## src/rtl/tmr8_pkg.sv

```systemverilog
package tmr8_pkg;
  typedef enum logic [1:0] {
    MODE_FREE = 2'd0,
    MODE_CTC  = 2'd1,
    MODE_PWM  = 2'd2,
    MODE_RSVD = 2'd3
  } mode_e;

  localparam int NUM_CH    = 2;
  localparam int NUM_FLAG  = NUM_CH + 1;
  localparam int CTRL_W    = 5;
  localparam int FLAG_OVF  = 0;

  localparam int ADDR_CNT  = 0;
  localparam int ADDR_CMP0 = 1;
  localparam int ADDR_CTRL = ADDR_CMP0 + NUM_CH;
  localparam int ADDR_IE   = ADDR_CTRL + 1;
  localparam int ADDR_FLAG = ADDR_IE + 1;
endpackage

```

## src/rtl/tmr8_prescale.sv

```systemverilog
module tmr8_prescale #(
  parameter int SH1 = 3,
  parameter int SH2 = 6,
  parameter int SH3 = 8,
  parameter int SH4 = 10
) (
  input  logic       clk_i,
  input  logic       rst_ni,
  input  logic       restart_i,
  input  logic [2:0] sel_i,
  output logic       tick_o
);
  localparam int DIV_W = SH4;

  logic [DIV_W-1:0] div_q;

  always_ff @(posedge clk_i or negedge rst_ni) begin
    if (!rst_ni)        div_q <= '0;
    else if (restart_i) div_q <= '0;
    else                div_q <= div_q + 1'b1;
  end

  always_comb begin
    unique case (sel_i)
      3'd1:    tick_o = 1'b1;
      3'd2:    tick_o = &div_q[SH1-1:0];
      3'd3:    tick_o = &div_q[SH2-1:0];
      3'd4:    tick_o = &div_q[SH3-1:0];
      3'd5:    tick_o = &div_q[SH4-1:0];
      default: tick_o = 1'b0;
    endcase
  end
endmodule

```

## src/rtl/tmr8_channel.sv

```systemverilog
module tmr8_channel
  import tmr8_pkg::*;
#(
  parameter int CNT_W = 8
) (
  input  logic             clk_i,
  input  logic             rst_ni,
  input  logic             buf_we_i,
  input  logic [CNT_W-1:0] wdata_i,
  input  mode_e            mode_i,
  input  logic             tick_i,
  input  logic             wrap_i,
  input  logic [CNT_W-1:0] cnt_i,
  output logic [CNT_W-1:0] buf_o,
  output logic [CNT_W-1:0] act_o,
  output logic             match_o,
  output logic             pin_o
);
  logic [CNT_W-1:0] buf_q, act_q;
  logic             pin_q;

  assign match_o = tick_i && (cnt_i == act_q);

  always_ff @(posedge clk_i or negedge rst_ni) begin
    if (!rst_ni) begin
      buf_q <= '0;
      act_q <= '0;
    end else begin
      if (buf_we_i) buf_q <= wdata_i;
      // PWM: reload only at period end to avoid glitches
      if (mode_i != MODE_PWM || wrap_i) act_q <= buf_q;
    end
  end

  always_ff @(posedge clk_i or negedge rst_ni) begin
    if (!rst_ni) pin_q <= 1'b0;
    else begin
      unique case (mode_i)
        MODE_CTC: if (match_o) pin_q <= ~pin_q;
        MODE_PWM: begin
          if (wrap_i)       pin_q <= 1'b1;
          else if (match_o) pin_q <= 1'b0;
        end
        default:  pin_q <= 1'b0;
      endcase
    end
  end

  assign buf_o = buf_q;
  assign act_o = act_q;
  assign pin_o = pin_q;
endmodule

```

## src/rtl/tmr8_pwm_timer.sv

```systemverilog
module tmr8_pwm_timer
  import tmr8_pkg::*;
#(
  parameter int CNT_W  = 8,
  parameter int ADDR_W = 3
) (
  input  logic                clk_i,
  input  logic                rst_ni,
  input  logic                wr_en_i,
  input  logic [ADDR_W-1:0]   addr_i,
  input  logic [CNT_W-1:0]    wdata_i,
  output logic [CNT_W-1:0]    rdata_o,
  input  logic [NUM_FLAG-1:0] int_ack_i,
  output logic [NUM_FLAG-1:0] irq_o,
  output logic                cmp_a_o,
  output logic                cmp_b_o
);
  logic [CNT_W-1:0]    cnt_q;
  logic [CTRL_W-1:0]   ctrl_q;
  logic [NUM_FLAG-1:0] ie_q, flags_q, flag_set, flag_clr;
  logic                tick, wrap, ctc_clr;
  logic                cnt_we, ctrl_we, ie_we, flag_we;
  mode_e               mode;
  logic [2:0]          sel;

  logic [NUM_CH-1:0][CNT_W-1:0] buf_v, act_v;
  logic [NUM_CH-1:0]            match, pin_v;

  assign mode = mode_e'(ctrl_q[1:0]);
  assign sel  = ctrl_q[4:2];

  assign cnt_we  = wr_en_i && (addr_i == ADDR_W'(ADDR_CNT));
  assign ctrl_we = wr_en_i && (addr_i == ADDR_W'(ADDR_CTRL));
  assign ie_we   = wr_en_i && (addr_i == ADDR_W'(ADDR_IE));
  assign flag_we = wr_en_i && (addr_i == ADDR_W'(ADDR_FLAG));

  tmr8_prescale u_pre (
    .clk_i     (clk_i),
    .rst_ni    (rst_ni),
    .restart_i (cnt_we),
    .sel_i     (sel),
    .tick_o    (tick)
  );

  assign wrap    = tick && (cnt_q == '1);
  assign ctc_clr = (mode == MODE_CTC) && match[0];

  always_ff @(posedge clk_i or negedge rst_ni) begin
    if (!rst_ni)     cnt_q <= '0;
    else if (cnt_we) cnt_q <= wdata_i;
    else if (tick)   cnt_q <= ctc_clr ? '0 : cnt_q + 1'b1;
  end

  for (genvar ch = 0; ch < NUM_CH; ch++) begin : g_ch
    tmr8_channel #(.CNT_W(CNT_W)) u_ch (
      .clk_i    (clk_i),
      .rst_ni   (rst_ni),
      .buf_we_i (wr_en_i && (addr_i == ADDR_W'(ADDR_CMP0 + ch))),
      .wdata_i  (wdata_i),
      .mode_i   (mode),
      .tick_i   (tick),
      .wrap_i   (wrap),
      .cnt_i    (cnt_q),
      .buf_o    (buf_v[ch]),
      .act_o    (act_v[ch]),
      .match_o  (match[ch]),
      .pin_o    (pin_v[ch])
    );
  end

  assign flag_set = {match, wrap};
  assign flag_clr = int_ack_i | (flag_we ? wdata_i[NUM_FLAG-1:0] : '0);

  always_ff @(posedge clk_i or negedge rst_ni) begin
    if (!rst_ni) begin
      ctrl_q  <= '0;
      ie_q    <= '0;
      flags_q <= '0;
    end else begin
      if (ctrl_we) ctrl_q <= wdata_i[CTRL_W-1:0];
      if (ie_we)   ie_q   <= wdata_i[NUM_FLAG-1:0];
      flags_q <= (flags_q & ~flag_clr) | flag_set;
    end
  end

  always_comb begin
    rdata_o = '0;
    unique case (int'(addr_i))
      ADDR_CNT:      rdata_o = cnt_q;
      ADDR_CMP0:     rdata_o = buf_v[0];
      ADDR_CMP0 + 1: rdata_o = buf_v[1];
      ADDR_CTRL:     rdata_o = CNT_W'(ctrl_q);
      ADDR_IE:       rdata_o = CNT_W'(ie_q);
      ADDR_FLAG:     rdata_o = CNT_W'(flags_q);
      default:       rdata_o = '0;
    endcase
  end

  assign irq_o   = flags_q & ie_q;
  assign cmp_a_o = pin_v[0];
  assign cmp_b_o = pin_v[1];
endmodule

```

## config.mk

```make
export PLATFORM = sky130hd
export DESIGN_NAME = tmr8_pwm_timer
export DESIGN_NICKNAME = d
export VERILOG_FILES = /design/src/rtl/tmr8_pkg.sv /design/src/rtl/tmr8_prescale.sv /design/src/rtl/tmr8_channel.sv /design/src/rtl/tmr8_pwm_timer.sv
export SDC_FILE = /design/constraint.sdc
export NUM_CORES = 1
export LEC_CHECK = 0
export ABC_AREA = 1
export CELL_PAD_IN_SITES_DETAIL_PLACEMENT = 1
export CELL_PAD_IN_SITES_GLOBAL_PLACEMENT = 2
export CORE_MARGIN = 5
export CORE_UTILIZATION = 43
export CTS_BUF_LIST = sky130_fd_sc_hd__clkbuf_8
export CTS_CLUSTER_DIAMETER = 120
export CTS_CLUSTER_SIZE = 20
export DETAILED_ROUTE_END_ITERATION = 16
export DONT_BUFFER_PORTS = 1
export PLACE_DENSITY = 0.9
export SLEW_MARGIN = 30
export SYNTH_ARGS = -nofsm -noshare
export SYNTH_HDL_FRONTEND = slang
export SYNTH_SLANG_ARGS = --single-unit
```

## constraint.sdc

```tcl
create_clock -name clk_i -period 3.34 [get_ports clk_i]
set_input_delay 0 -clock clk_i [delete_from_list [all_inputs] [get_ports clk_i]]
set_output_delay 0 -clock clk_i [all_outputs]
set_load 0.05 [all_outputs]
```

# Yosys cells after proc, flatten, opt, wreduce, memory -nomap -nowiden
# Cells that the tools add are included.
# totals
input_bits	17
out_inout_bits	13
regBits	63
# op_classes
n_eq_ne	20
n_mux	15
bitwise_logic	7
reduce_logical	19
addsub	2
# ops
operator	count
$pmux 8 s6	1
$mux 8	3
$eq 8x8->1	2
$eq 3x2->1 const B	4
$eq 3x3->1 const B	4
$add 10x1->10 const B	1
$logic_and 1x1->1	10
$mux 10	1
$reduce_and 10->1	1
$add 8x1->8 const B	1
$eq 8x8->1 const B	1
$reduce_and 8->1	1
$and 3x3->3	2
$eq 3x1->1 const B	2
$mux 1	6
$ne 3x1->1 const B	2
$or 3x3->3	2
$reduce_and 6->1	1
$pmux 1 s5	1
$ne 2x1->1 const B	2
$pmux 1 s2	2
$reduce_and 2->1	2
$logic_not 3->1	1
$mux 3	1
other kinds (8)	9

# Longest topological paths before layout
# depth
word_depth	7
ltp_mapped	13
ltp_nobuf	13

# Cells and area by module
# From an unflattened synthesis, not the netlist that was laid out.
# unflattened
hier_cells	518
area_unflattened_um2	3798.6
# modules_own_cells
mod	cells_each	area_per_inst_um2	n_inst	seq_area_each_um2
tmr8_channel	110	910.9	2	425.4
tmr8_pwm_timer	227	1415.1	1	475.5
tmr8_prescale	71	561.8	1	250.2

# Worst setup path after synthesis
# OpenSTA, ideal clock, no wires.
# synth_timing
path_type	reg2reg
start	register u_pre.div_q[0]
end	register g_ch[1].u_ch.act_q[0]
slack_ns	1.637
t_required_ns	3.223
path_stages_with_launch	12
synth_period_minus_slack_ns	1.703
arrival_ns	1.586
setup_ns	0.117
path_cell_list	dfrtp_1 > ha_1 > ha_1 > nand2_1 > inv_1 > o21ai_1 > o21ai_4 > nand3_4 > nand2_8 > buf_12 > nand2_2 > nand2_1
# synth_between
elab_chain_cells	4
# synth_rtl
item	line	rtl
start: declaration	tmr8_prescale.sv:15	logic [DIV_W-1:0] div_q;
start signal: assignment	tmr8_prescale.sv:20	else div_q <= div_q + 1'b1;
$reduce_and 10->1 (tied with other cells)	tmr8_prescale.sv:29	3'd5: tick_o = &div_q[SH4-1:0];
$pmux 1 s5 (*)	tmr8_prescale.sv:24	unique case (sel_i)
$logic_and 1x1->1 (*)	tmr8_pwm_timer.sv:45	assign wrap = tick && (cnt_q == '1);
$logic_or 1x1->1 (*)	tmr8_channel.sv:31	if (mode_i != MODE_PWM || wrap_i) act_q <= buf_q;
end signal: assignment	tmr8_channel.sv:31	
end: declaration	tmr8_channel.sv:19	logic [CNT_W-1:0] buf_q, act_q;
# Mark *: on every way between the ends. The rest lies on a longest branch, timed or not.
# A chain may end at the register's enable or synchronous reset.

# Worst setup path after layout
# layout_timing
start	register u_pre.div_q[0]
end	register flags_q[1]
# layout_between
elab_chain_cells	4
# layout_rtl
item	line	rtl
$reduce_and 10->1 (tied with other cells)	tmr8_prescale.sv:29	
$pmux 1 s5 (*)	tmr8_prescale.sv:24	
$logic_and 1x1->1 (*)	tmr8_channel.sv:22	assign match_o = tick_i && (cnt_i == act_q);
$or 3x3->3 (*)	tmr8_pwm_timer.sv:82	flags_q <= (flags_q & ~flag_clr) | flag_set;
end signal: assignment	tmr8_pwm_timer.sv:82	
end: declaration	tmr8_pwm_timer.sv:20	logic [NUM_FLAG-1:0] ie_q, flags_q, flag_set, flag_clr;
# Marked as above.

==> metrics.txt <==
# TYPE chip_impl_metric gauge
chip_impl_metric{name="overall_overflow_remaining_after_global_route",unit=""} 0
chip_impl_metric{name="hold_viol",unit=""} 0
chip_impl_metric{name="final-seq-area",unit="mm²"} 0.001577
chip_impl_metric{name="wl",unit="mm"} 9.491
chip_impl_metric{name="dp_cells",unit=""} 504
chip_impl_metric{name="cts-buffers-inserted",unit=""} 9
chip_impl_metric{name="worst-endpoint-arrival",unit="ps"} 2610
chip_impl_metric{name="first_iter_violations",unit=""} 123
chip_impl_metric{name="fmax",unit="MHz"} 421.1
chip_impl_metric{name="ys_seq_elements",unit=""} 63
chip_impl_metric{name="place_congestion",unit=""} 0.8391
chip_impl_metric{name="fillerInstances",unit=""} 966
chip_impl_metric{name="insertedDiodeCount",unit=""} 0
chip_impl_metric{name="synth_seq_area_share",unit=""} 0.4653
chip_impl_metric{name="cts.sink_count",unit=""} 63
chip_impl_metric{name="routedWlPerCell",unit="µm"} 17.74
chip_impl_metric{name="route.detailed.vias_per_inst",unit=""} 5.353
chip_impl_metric{name="clkTransAtPathRegs",unit="ps"} 70
chip_impl_metric{name="post_route_cells_drive_above_1_share",unit=""} 0.1224
chip_impl_metric{name="number_of_setup_buffers_added_after_cts",unit=""} 0
chip_impl_metric{name="drc_errors",unit=""} 0
chip_impl_metric{name="worstSkewPairLatency",unit="ps"} 350
chip_impl_metric{name="final.setup_skew",unit="ps"} 8.266
chip_impl_metric{name="number_of_enable_type_register_cells_in_the_synthesized_netlist",unit=""} 0
chip_impl_metric{name="postSynthNetCount",unit=""} 432
chip_impl_metric{name="die_area",unit="mm²"} 0.009755
chip_impl_metric{name="maxSlewViolCount",unit=""} 0
chip_impl_metric{name="first_global_vias",unit=""} 3044
chip_impl_metric{name="p_leak",unit="nW"} 1.892
chip_impl_metric{name="synth.lib_cells_used.distinct",unit=""} 35
chip_impl_metric{name="die_w",unit="µm"} 98.77
chip_impl_metric{name="start_util",unit=""} 0.4408
chip_impl_info{name="netlist.top_cell.by_area",value="sky130_fd_sc_hd__dfrtp_1"} 1
chip_impl_metric{name="syn_to_final_growth",unit="%"} 14.62
chip_impl_metric{name="fin_crit_sh",unit=""} 0.7110
chip_impl_info{name="cp_slowest_cell",value="sky130_fd_sc_hd__dlygate4sd3_1"} 1
chip_impl_metric{name="finalNonFillerCells",unit=""} 535
chip_impl_metric{name="required_time_at_the_endpoint_of_the_critical_path",unit="ps"} 3570
chip_impl_metric{name="netlist_area_before_placement",unit="mm²"} 0.003388
chip_impl_metric{name="worst-slew-pin-transition",unit="ps"} 1022
chip_impl_info{name="top_flip_flop_cell_by_instance_count_after_synthesis",value="sky130_fd_sc_hd__dfrtp_1"} 1
chip_impl_metric{name="syn-instance-count",unit=""} 410
chip_impl_metric{name="buffer_ports.inserted",unit=""} 0
chip_impl_metric{name="detailed_placement_wirelength_estimate",unit="mm"} 6.694
chip_impl_metric{name="antenna_found_initial",unit=""} 0
chip_impl_metric{name="worst-path-buf-inv",unit=""} 3
chip_impl_metric{name="cp_slowest_stage_delay",unit="ps"} 560
chip_impl_info{name="critical_path.startpoint_type",value="flop"} 1
chip_impl_metric{name="worst_voltage_drop_across_the_vdd_grid",unit="mV"} 0.2831
chip_impl_metric{name="first_pass_grt_wire_length",unit="mm"} 15.95
chip_impl_metric{name="power.density",unit="mW/mm²"} 715.2
chip_impl_metric{name="max_root_sink_buffers",unit=""} 2
chip_impl_metric{name="shortest_period_the_worst_path_allows",unit="ps"} 2375
chip_impl_metric{name="core_area",unit="mm²"} 0.007687
chip_impl_metric{name="crit_path_max_fanout",unit=""} 8
chip_impl_metric{name="fp.dieH",unit="µm"} 98.77
chip_impl_info{name="worstPathCellList",value="ha_1 -> ha_1 -> nand2_1 -> inv_1 -> o21ai_1 -> o21ai_4 -> nand2_4 -> inv_2 -> nand2_1 -> o31ai_1 -> dlygate4sd3_1"} 1
chip_impl_metric{name="postSynthAreaPerCell",unit="µm²"} 8.264
chip_impl_metric{name="synth.top_cell.area_share",unit=""} 0.4653
chip_impl_metric{name="final_net_count",unit=""} 451
chip_impl_metric{name="drv_cap",unit=""} 0
chip_impl_metric{name="tns",unit="ps"} 0
chip_impl_info{name="min_path_type",value="input pin to flop"} 1
chip_impl_metric{name="total_number_of_vias",unit=""} 2864
chip_impl_metric{name="antenna_left",unit=""} 0
chip_impl_metric{name="largest_net_degree_at_the_start_of_global_routing",unit=""} 64
chip_impl_metric{name="setup_violations",unit=""} 0
chip_impl_info{name="critPathKind",value="flop to flop"} 1
chip_impl_info{name="rsz0062_at_grt",value="false"} 1
chip_impl_info{name="tritoncts_clock_tree",value="built"} 1
chip_impl_metric{name="worst_hold_slack",unit="ps"} 59.52
chip_impl_metric{name="grt_util_all_layers",unit=""} 0.2097
chip_impl_info{name="cpLargestDelayFamily",value="buffers and inverters"} 1
chip_impl_info{name="status",value="finished clean"} 1
chip_impl_metric{name="area_taken_by_multi_input_logic_gates",unit="mm²"} 0.001558
chip_impl_info{name="synth_area_leaders",value="sky130_fd_sc_hd__dfrtp_1 47%, sky130_fd_sc_hd__nand2_1 12%, sky130_fd_sc_hd__nand3_1 5.9%, sky130_fd_sc_hd__inv_1 4.5%, sky130_fd_sc_hd__xnor2_1 3.1%"} 1
chip_impl_info{name="ctsRootBufferMaster",value="sky130_fd_sc_hd__clkbuf_8"} 1
chip_impl_metric{name="postSynth.asyncResetShare",unit=""} 1.000
chip_impl_metric{name="h-tree-depth",unit=""} 3
chip_impl_metric{name="slew-limit-headroom",unit=""} 0.3155
chip_impl_metric{name="detail_route.first_pass.iterations",unit=""} 4
chip_impl_metric{name="rows",unit=""} 32
chip_impl_metric{name="synth_warnings",unit=""} 0
chip_impl_info{name="end_kind",value="flop"} 1
chip_impl_metric{name="top_level_ports",unit=""} 30
## worst register-to-register path: cells and delay by family (launching register included)
kind,cells,cell delay [ps]
compound gates,3,410
fa+ha+maj,2,400
buf+inv,3,680
flops,1,390
simple gates,3,390
## cells in the final DEF (no fill, tap or decap), drive strengths merged, types with 4 or more instances in the layout
master       instances
xnor2               12
a21oi                5
dfrtp               63
nor2                23
a22oi                4
nand2              124
xor2                 9
dlygate4sd3         15
nand4                8
buf                  6
o211ai               6
nand3               42
clkbuf              12
inv                 47
ha                   5
o21ai               30
## metrics by stage
step	worst slack (ps)	total power, mW	area (µm²)	util
finish	965.1	2.778	3884	0.5052
global route	845.5	2.967	3884	0.5052
CTS	975.3	2.806	3884	0.5052
detailed placement	1261	1.983	3476	0.4521
global placement	1360	1.939	3438	0.4473
floorplan	1637	1.797	3388	-
## registers in the layout (all words and copies together) (netlist names)
name	flops
u_pre.div_q	10
ie_q	3
g_ch.u_ch.buf_o	16
flags_q	3
g_ch.u_ch.act_o	16
cnt_q	8
ctrl_q	5
g_ch.u_ch.pin_o	2
## Yosys cell counts (6+ instances only)
cell,instances
sky130_fd_sc_hd__dfrtp_1,63
sky130_fd_sc_hd__o21ai_1,9
sky130_fd_sc_hd__inv_2,6
sky130_fd_sc_hd__nand4_1,8
sky130_fd_sc_hd__xor2_1,9
sky130_fd_sc_hd__nand2_1,108
sky130_fd_sc_hd__buf_2,7
sky130_fd_sc_hd__xnor2_1,12
sky130_fd_sc_hd__inv_1,41
sky130_fd_sc_hd__o211ai_1,6
sky130_fd_sc_hd__o21ai_0,20
sky130_fd_sc_hd__nand2_2,13
sky130_fd_sc_hd__nand3_1,40
sky130_fd_sc_hd__nor2_1,19
## cell families (layout without fill, tap and decap cells)
family	Yosys count	in the layout	share of synthesized area
AO/OA/AOI/OAI	54	54	0.09712
XOR/XNOR	21	21	0.05428
adder cells (fa/ha/maj)	5	5	0.01846
buffers and inverters	60	83	0.07496
flip-flops	63	63	0.4653
AND/OR/NAND/NOR	207	207	0.2899
## power breakdown
part           internal (mW)  total, mW  switching [mW]
registers              0.961       1.23           0.268
clock network          0.476      0.773           0.296
logic                  0.314      0.775           0.462
total                   1.75       2.78            1.03
## metal layers
layer	share of wire	routed length [µm]	vias up	track usage
met4	0.017	164	0	0.06828
met5	0	0	-	0
met1	0.44	4218	1415	0.2733
met2	0.49	4686	57	0.3450
li1	-	-	1376	-
met3	0.044	422	16	0.04812
## area by class of cell
type                            instances  share of cell area
Clock buffer                           12             0.04253
Clock inverter                          3             0.01675
Inverter                               47             0.04543
Multi-Input combinational cell        287              0.4011
Sequential cell                        63              0.4059
Tap cell                              102             0.03286
Timing Repair Buffer                   21             0.05541
## what timing repair did
item                      4_1_cts  5_1_grt
hold endpoints to repair       95        0
hold buffers                   16        0
resized for setup               0        0
## worst paths after layout
kind                                                   start                           endpoint  slack (ps)  depth (start not counted)
max                                 u_pre.div_q[0]$_DFF_PN0_               flags_q[1]$_DFF_PN0_         970                         11
min                                                addr_i[2]               flags_q[2]$_DFF_PN0_          60                          3
max reg2reg                         u_pre.div_q[0]$_DFF_PN0_               flags_q[1]$_DFF_PN0_         970                         11
min reg2reg                g_ch[0].u_ch.buf_o[7]$_DFFE_PN0P_  g_ch[0].u_ch.act_o[7]$_DFFE_PN0P_         530                          2
max in group asynchronous                             rst_ni  g_ch[1].u_ch.buf_o[3]$_DFFE_PN0P_        2870                          2
min in group asynchronous                             rst_ni  g_ch[0].u_ch.buf_o[6]$_DFFE_PN0P_         180                          2
Note: power is estimated with default switching activity, not from simulation.
